`src/rtl/isr_pkg.sv`:
```
package isr_pkg;

    localparam int REG_W = 32;
    localparam int ST_W  = 3;

    // Cause positions: the host's software decodes these.
    localparam int B_TXDONE  = 0;
    localparam int B_TXSTOP  = 1;
    localparam int B_TXNOBUF = 2;
    localparam int B_TXJAB   = 3;
    localparam int B_TXUNF   = 5;
    localparam int B_RXDONE  = 6;
    localparam int B_RXNOBUF = 7;
    localparam int B_RXSTOP  = 8;
    localparam int B_RXWDT   = 9;
    localparam int B_TXEARLY = 10;
    localparam int B_TIMER   = 11;
    localparam int B_BUSERR  = 13;

    // Derived and read-only fields.
    localparam int B_ABN  = 15;
    localparam int B_NRM  = 16;
    localparam int B_RXST = 17;
    localparam int B_TXST = 20;
    localparam int B_ERR  = 23;

    typedef logic [REG_W-1:0] word_t;
    typedef logic [ST_W-1:0]  code_t;

    typedef enum logic {
        SEL_STATUS = 1'b0,
        SEL_ENABLE = 1'b1
    } sel_e;

    function automatic word_t bit_at(input int pos);
        return word_t'(1) << pos;
    endfunction

    localparam word_t NORMAL_MASK =
        bit_at(B_TXDONE) | bit_at(B_TXNOBUF) | bit_at(B_RXDONE) | bit_at(B_TXEARLY);

    localparam word_t ABNORMAL_MASK =
        bit_at(B_TXSTOP) | bit_at(B_TXJAB) | bit_at(B_TXUNF) | bit_at(B_RXNOBUF) |
        bit_at(B_RXSTOP) | bit_at(B_RXWDT) | bit_at(B_TIMER) | bit_at(B_BUSERR);

    localparam word_t CAUSE_MASK  = NORMAL_MASK | ABNORMAL_MASK;
    localparam word_t ENABLE_MASK = CAUSE_MASK | bit_at(B_ABN) | bit_at(B_NRM);

    // The pieces that make up one status read.
    typedef struct packed {
        code_t err;
        code_t txst;
        code_t rxst;
        logic  nrm;
        logic  abn;
        word_t cause;
    } status_view_t;

    function automatic word_t pack_status(input status_view_t v);
        word_t w;
        w = v.cause & CAUSE_MASK;
        w = w | (word_t'(v.abn)  << B_ABN);
        w = w | (word_t'(v.nrm)  << B_NRM);
        w = w | (word_t'(v.rxst) << B_RXST);
        w = w | (word_t'(v.txst) << B_TXST);
        w = w | (word_t'(v.err)  << B_ERR);
        return w;
    endfunction

endpackage

```
`src/rtl/isr_cause_bank.sv`:
```
module isr_cause_bank
    import isr_pkg::*;
#(
    parameter word_t VALID = CAUSE_MASK
) (
    input  logic  clk,
    input  logic  rst,
    input  word_t set_vec,
    input  word_t clr_vec,
    output word_t cause_q
);
    localparam int W = $bits(word_t);

    // One sticky flop per valid position; a set wins over a clear.
    for (genvar i = 0; i < W; i++) begin : g_bit
        if (VALID[i]) begin : g_live
            logic bit_q;
            always_ff @(posedge clk) begin
                if (rst)
                    bit_q <= 1'b0;
                else if (set_vec[i])
                    bit_q <= 1'b1;
                else if (clr_vec[i])
                    bit_q <= 1'b0;
            end
            assign cause_q[i] = bit_q;
        end else begin : g_tie
            assign cause_q[i] = 1'b0;
        end
    end

    // Positions with no flop still consume their inputs.
    logic spare_unused;
    assign spare_unused = ^((set_vec | clr_vec) & ~VALID);
endmodule

```
`src/rtl/isr_summary.sv`:
```
module isr_summary
    import isr_pkg::*;
(
    input  word_t cause_q,
    input  word_t en_q,
    output logic  nrm,
    output logic  abn
);
    word_t live;
    assign live = cause_q & en_q;
    assign nrm  = |(live & NORMAL_MASK);
    assign abn  = |(live & ABNORMAL_MASK);
endmodule

```
`src/rtl/isr_err_capture.sv`:
```
module isr_err_capture
    import isr_pkg::*;
#(
    parameter int TRIG = B_BUSERR
) (
    input  logic  clk,
    input  logic  rst,
    input  logic  trig_set,
    input  logic  trig_clr,
    input  code_t code_in,
    output code_t code_q
);
    always_ff @(posedge clk) begin
        if (rst)
            code_q <= '0;
        else if (trig_set)
            code_q <= code_in;
        else if (trig_clr)
            code_q <= '0;
    end

    // Keeps the trigger position visible to readers of this module.
    localparam int TRIG_POS = TRIG;
endmodule

```
`src/rtl/dma_irq_status.sv`:
```
module dma_irq_status
    import isr_pkg::*;
(
    input  logic               clk,
    input  logic               rst,
    input  logic               wr_en,
    input  logic               addr,
    input  logic [REG_W-1:0]   wr_data,
    input  logic [REG_W-1:0]   ev_pulse,
    input  logic [ST_W-1:0]    rx_state,
    input  logic [ST_W-1:0]    tx_state,
    input  logic [ST_W-1:0]    err_code,
    output logic [REG_W-1:0]   rd_data,
    output logic               irq
);
    sel_e  sel;
    word_t clr_vec;
    word_t set_vec;
    word_t cause_q;
    word_t en_q;
    code_t err_q;
    logic  nis;
    logic  ais;
    logic  irq_q;

    assign sel     = sel_e'(addr);
    assign clr_vec = (wr_en && sel == SEL_STATUS) ? wr_data : '0;
    assign set_vec = ev_pulse;

    isr_cause_bank #(.VALID(CAUSE_MASK)) u_bank (
        .clk     (clk),
        .rst     (rst),
        .set_vec (set_vec),
        .clr_vec (clr_vec),
        .cause_q (cause_q)
    );

    always_ff @(posedge clk) begin
        if (rst)
            en_q <= '0;
        else if (wr_en && sel == SEL_ENABLE)
            en_q <= wr_data & ENABLE_MASK;
    end

    isr_summary u_sum (
        .cause_q (cause_q),
        .en_q    (en_q),
        .nrm     (nis),
        .abn     (ais)
    );

    isr_err_capture #(.TRIG(B_BUSERR)) u_err (
        .clk      (clk),
        .rst      (rst),
        .trig_set (set_vec[B_BUSERR]),
        .trig_clr (clr_vec[B_BUSERR]),
        .code_in  (err_code),
        .code_q   (err_q)
    );

    always_ff @(posedge clk) begin
        if (rst)
            irq_q <= 1'b0;
        else
            irq_q <= (nis & en_q[B_NRM]) | (ais & en_q[B_ABN]);
    end
    assign irq = irq_q;

    status_view_t view;
    always_comb begin
        view.cause = cause_q;
        view.abn   = ais;
        view.nrm   = nis;
        view.rxst  = rx_state;
        view.txst  = tx_state;
        view.err   = err_q;
    end

    assign rd_data = (sel == SEL_ENABLE) ? en_q : pack_status(view);
endmodule

```
`config.mk`:
```
export PLATFORM = sky130hd
export DESIGN_NAME = dma_irq_status
export DESIGN_NICKNAME = d
export VERILOG_FILES = /design/src/rtl/isr_pkg.sv /design/src/rtl/isr_cause_bank.sv /design/src/rtl/isr_summary.sv /design/src/rtl/isr_err_capture.sv /design/src/rtl/dma_irq_status.sv
export SDC_FILE = /design/constraint.sdc
export NUM_CORES = 1
export LEC_CHECK = 0
export BUFFER_PORTS_ARGS = -buffer_cell sky130_fd_sc_hd__clkbuf_2
export CORE_MARGIN = 2
export CORE_UTILIZATION = 40
export DETAILED_ROUTE_END_ITERATION = 6
export PLACE_DENSITY = 0.8
export SLEW_MARGIN = 20
export SYNTH_ARGS = -nofsm -noshare
export SYNTH_HDL_FRONTEND = slang
export SYNTH_SLANG_ARGS = --single-unit
```
`constraint.sdc`:
```
create_clock -name clk -period 1.03 [get_ports clk]
set_input_delay 0.0515 -clock clk [delete_from_list [all_inputs] [get_ports clk]]
set_output_delay 0.0515 -clock clk [all_outputs]
set_load 0.01 [all_outputs]
```
==> results.yml, run 1 <==
outcome:
  status: "finished with violations"
  violations: "setup timing"
global_route:
  grt_max_degree: 38
  grt_pass1_wl_um: 6830
  grt_overflow: 0
  grt_antenna_before_repair: 0
  grt_usage_pct: 21.2
  grt_pass1_vias: 1549
floorplanning:
  rows: 21
  die_x_um: 64.3
  coreArea_sq_mm: 0.00342
  die_y_um: 64.3
  dieArea_sq_mm: 0.00414
  start_util_pct: 42.6
  pin_count: 110
min_path:
  hold_path_depth: 3
  hold_class: "input pin to flop"
synth:
  yosysWarnings: 0
  syn_inst: 173
  ys_seq_area_share_pct: 41.3
  synthesis.area_sq_mm: 0.00146
  syn_area_per_cell_sq_um: 8.41
  synth_cell_types: 17
  ys_ff_latch: 30
timing:
  final_hold_viol_count: 0
  drv_slew: 0
  finalCriticalPeriod_ns: 1.47
  hold_slack_ns: 0.0173
  rsz0062_at_grt: "true"
  fin_crit_sh_pct: 142
  fin_skew_ns: 0.00550
  layout_setup_ws_ns: -0.436
  max_freq_mhz: 682
  setup_viol: 15
power_and_ir_drop:
  max-vdd-ir-drop_mv: 0.741
  leakagePower_nw: 1.14
  pwr_density_cell_mw_per_mm2: 1080
  p_total_mw: 2.67
cts:
  cts-root-buf: "clkbuf_4"
  cts_max_path_buffers: 2
  clk_pin_slew_ns: 0.09
  cts_buffers: 5
  htree_levels: 2
  cts_tree: "built"
  clkSinkCount: 30
  clock_insertion_delay_worst_skew_ns: 0.32
placed_design:
  dp_hpwl_um: 2560
  dp.cells: 293
  place.gp.congestion: 0.698
  port_buffers: 62
  placed_cell_area_sq_mm: 0.00191
route:
  firstDrtPassIters: 5
  antenna_left: 0
  route.met2.wl_um: 2210
  drt_first_iter_violations: 31
  routed_wl_um: 4260
  via_count: 1617
  via_per_inst: 4.89
  route.detailed.wl_per_inst_um: 12.9
  wl_met1_um: 1660
  highest_layer: "met4"
  wl_met3_um: 329
  drc_errors: 0
finish:
  syn_to_final_growth_pct: 69.4
  n_fill_cell: 258
  drive_above_1_share_pct: 47.7
  layout_commonest_cell: "clkbuf_2"
  num_antenna_cells: 0
  seqCellArea_sq_um: 627
  final_cell_mix: "clkbuf_2 (54), nand2_1 (33), a21oi_1 (29)"
  final_area_sq_mm: 0.00246
  final_net_count: 363
  fin_cells: 331
  multi_input_area_sq_um: 808
worst_setup_path:
  crit_path_max_fanout: 2
  slowest_delay_ns: 0.33
  slowest_stage: "dfxtp_2"
  arrival_ns: 1.41
  end_kind: "primary output"
  reg2reg_depth: 4
  critPathKind: "flop to primary output"
  required_ns: 0.98
  start_kind: "flop"
  cp_cell_sequence: "a22oi_1 > nand4_1 > mux2_2 > clkbuf_2"
flow_run:
  max-cap-violations: 0
## synthesized netlist by cell type
master     n  area share, %
nand4_1    1           0.43
nor2_1    12            3.1
nor2b_1   10            4.3
a21oi_1   29             10
buf_2      5            1.7
conb_1     1           0.26
and2_4     1           0.60
a32o_1     1           0.69
clkbuf_1   1           0.26
nand3b_1  15            7.7
a22oi_1    6            3.1
dfxtp_1   30             41
nand2_1   33            8.5
inv_1      1           0.26
buf_4     12            6.2
buf_6      1           0.77
mux2_2    14             11
## state kept, by name (all words and copies together), names as in the netlist
register,count
en_q,14
irq,1
u_bank.g_bit.g_live.bit_q,12
u_err.code_q,3
## per-layer routing
metal  track usage (%)  up-vias
met5                 0        -
met3              5.28        7
met1              23.6      731
met2              38.5       84
li1                  -      795
met4              8.24        0
## stage by stage
step	TNS [ns]	worst slack (ns)	util, %
after global placement	-0.0914	-0.0914	55.9
after floorplan	0	0.100	-
final	-2.97	-0.436	72.2
after CTS	-2.96	-0.424	69.8
after detailed placement	-0.124	-0.110	55.9
after global routing	-3.60	-0.480	72.2
## path summary, 6_finish.rpt
kind / slack, ns / start / to
worst max-delay path: -0.44 / u_bank.g_bit[1].g_live.bit_q / rd_data[15]
worst min-delay path: 0.02 / ev_pulse[10] / u_bank.g_bit[10].g_live.bit_q
worst max register to register: -0.11 / u_bank.g_bit[1].g_live.bit_q / irq
worst min register to register: 0.48 / en_q[11] / en_q[11]
## final cells by class
type | count | area share (%)
repair buffers | 117 | 37.2
flip-flops and latches | 30 | 25.4
clock buffers | 6 | 2.08
inverters | 1 | 0.152
well taps | 46 | 2.34
multi-input cells | 131 | 32.8
## logic make-up (layout without fill, tap and decap cells)
logic type	count (synthesis)	count (layout)	share of synthesized area, %
AO/OA/AOI/OAI	36	36	13.8
buffers and inverters	20	124	9.20
flip-flops	30	30	41.3
multiplexers	14	14	10.8
other	1	9	0.258
AND/OR/NAND/NOR	72	72	24.7
## power breakdown
part / leakage, nW / internal [mW] / switching (mW)
clock: 0.0302 / 0.307 / 0.363
combinational: 0.859 / 0.420 / 0.286
sequential: 0.254 / 1.24 / 0.0544
total: 1.14 / 1.96 / 0.704
## worst max-delay path: cells and delay by family (launching register included)
family	cells	cell delay, ns
buffers and inverters	1	0.13
muxes	1	0.28
and+or+nand+nor	1	0.14
AOI/OAI and AO/OA	1	0.21
DFF	1	0.33
## timing repair
item,CTS,global route
hold buffers,27,0
pin swaps,3,2
gates resized for setup,43,29
endpoints found under the hold margin,27,0
setup buffers,7,6
setup endpoints to repair,14,15
Power figures use the tool's default switching activity.
==> inputs of run 2 (changes only) <==
--- a/config.mk
+++ b/config.mk
@@ -6,10 +6,12 @@
 export NUM_CORES = 1
 export LEC_CHECK = 0
 export BUFFER_PORTS_ARGS = -buffer_cell sky130_fd_sc_hd__clkbuf_2
+export CELL_PAD_IN_SITES_DETAIL_PLACEMENT = 1
+export CELL_PAD_IN_SITES_GLOBAL_PLACEMENT = 2
 export CORE_MARGIN = 2
-export CORE_UTILIZATION = 40
+export CORE_UTILIZATION = 20
 export DETAILED_ROUTE_END_ITERATION = 6
-export PLACE_DENSITY = 0.8
+export PLACE_DENSITY_LB_ADDON = 0.1
 export SLEW_MARGIN = 20
 export SYNTH_ARGS = -nofsm -noshare
 export SYNTH_HDL_FRONTEND = slang
==> results.yml, run 2 (synthesis gave the netlist of run 1 again) <==
worst_setup_path:
  regToRegStartpoint: "u_bank.g_bit[5].g_live.bit_q"
  start_kind: "flop"
  arrival_ns: 1.41
  reg2reg_depth: 4
  critPathKind: "flop to primary output"
  required_ns: 0.98
  crit_path_max_fanout: 3
  critical_path.top_delay_family: "flip-flops"
  critPathBufInv: 1
  end_kind: "primary output"
  slowest_delay_ns: 0.33
  slowest_stage: "dfxtp_2"
  worstReg2RegEnd: "irq"
  reg2reg_slack_ns: -0.16
  cp_cell_sequence: "a22oi_2 > nand4_1 > mux2_4 > buf_6"
finish:
  final_net_count: 360
  reg.largest.list: "en_q x14, u_bank.g_bit.g_live.bit_q x12, u_err.code_q x3"
  final_cell_mix: "clkbuf_2 (51), nand2_1 (33), buf_6 (30)"
  regMostFlops: "en_q"
  drive_above_1_share_pct: 50.0
  syn_to_final_growth_pct: 76.6
  largest_reg_flops: 14
  fin_cells: 383
  num_antenna_cells: 0
  layout_commonest_cell: "clkbuf_2"
timing:
  setup_viol: 15
  fin_skew_ns: 0.00429
  hold_slack_ns: -0.00185
  layout_setup_ws_ns: -0.436
  final_hold_viol_count: 1
  fin_crit_sh_pct: 142
  rsz0062_at_grt: "true"
  finalCriticalPeriod_ns: 1.47
  max_freq_mhz: 682
  drv_slew: 0
flow_run:
  max-cap-violations: 0
min_path:
  hold_path_startpoint: "wr_data[7]"
  hold_path_depth: 3
  hold_class: "input pin to flop"
  whs_endpoint: "en_q[7]"
route:
  routed_wl_um: 5050
  via_per_inst: 4.08
  drc_errors: 0
  firstDrtPassIters: 4
  antenna_left: 0
  route.detailed.wl_per_inst_um: 13.2
  via_count: 1564
  drt_first_iter_violations: 28
placed_design:
  port_buffers: 62
  place.gp.congestion: 0.685
  dp_slack_ns: -0.205
  dp_hpwl_um: 3550
  dp.cells: 352
cts:
  cts_tree: "built"
  cts-root-buf: "clkbuf_8"
  cts_max_path_buffers: 2
  clock_insertion_delay_worst_skew_ns: 0.29
  cts_buffers: 5
  clk_pin_slew_ns: 0.07
  htree_levels: 2
  clkSinkCount: 30
global_route:
  grt_antenna_before_repair: 0
  grt_pass1_vias: 1609
  grt_usage_pct: 13.4
  grt_max_degree: 20
  grt_pass1_wl_um: 8070
  grt_overflow: 0
floorplanning:
  dieArea_sq_mm: 0.00797
  die_y_um: 89.3
  rows: 31
  die_x_um: 89.3
  coreArea_sq_mm: 0.00714
  start_util_pct: 20.4
  pin_count: 110
outcome:
  violations: "hold timing, setup timing"
  status: "finished with violations"
power_and_ir_drop:
  max-vdd-ir-drop_mv: 0.412
  leakagePower_nw: 1.17
  pwr_density_cell_mw_per_mm2: 1170
[run 2: cell count changes in the layout (fill, tap and decap cells not counted), moves of 2 or more]
| cell | delta |
|---|---|
| clkbuf_2 | -3 |
| dlygate4sd3_1 | -7 |
| mux2_2 | -3 |
| clkbuf_4 | -5 |
| mux2_4 | +3 |
| buf_6 | +5 |
| clkbuf_8 | +5 |
| buf_4 | +2 |
[run 2: timing repair]
action                                  4_1_cts  5_1_grt
endpoints found under the hold margin        19        1
hold buffers                                 19        1
setup buffers                                 3        5
endpoints found under the setup margin       15       15
pin swaps                                     4        4
resized for setup                            44       38
[run 2: tightest hold or removal path, cell delays in order]
cell and delay (ns):
clkbuf_2 0.09, nand2_1 0.05, a21oi_1 0.05
[run 2: layout make-up]
type / instances / area [sq um]
clock buffer: 7 / 86.3
clock inverter: 1 / 5.00
fill: 879 / 4570
inverter: 1 / 3.75
multi-input combinational: 131 / 820
sequential: 30 / 628
tap: 99 / 124
timing repair buffer: 114 / 903
[run 2: worst max-delay path by stage]
| stage | cells past startpoint | to | start |
|---|---|---|---|
| global route | 4 | rd_data[15] | u_bank.g_bit[5].g_live.bit_q |
| detailed placement | 4 | rd_data[15] | u_bank.g_bit[5].g_live.bit_q |
| finish | 4 | rd_data[15] | u_bank.g_bit[5].g_live.bit_q |
| floorplan | 3 | rd_data[15] | u_bank.g_bit[1].g_live.bit_q |
| CTS | 4 | rd_data[15] | en_q[5] |
| global placement | 4 | rd_data[15] | u_bank.g_bit[5].g_live.bit_q |
[run 2: where the power goes]
part,total [mW],internal [mW],leakage [nW],switching (mW)
Clock,1.01,0.539,0.0482,0.468
Sequential,1.29,1.24,0.254,0.0513
Combinational,0.723,0.426,0.865,0.297
[run 2: per-layer routing]
metal | routed length [um] | global-route usage [%]
met1 | 2330 | 17.3
met2 | 2460 | 21.8
met3 | 223 | 4.16
met4 | 31 | 3.66
met5 | 0 | 0
[run 2: per-stage QoR]
step	hold WS [ns]	instance area (sq um)	power (mW)	util (%)	TNS, ns
finish	-0.00185	2570	3.02	36.0	-2.36
floorplan	0.169	1490	1.58	-	0
detailed placement	0.266	2020	1.84	28.3	-0.339
global route	0.00904	2570	3.18	36.0	-3.03
global placement	0.268	2020	1.84	28.3	-0.348
CTS	0.000932	2430	2.98	34.1	-2.50
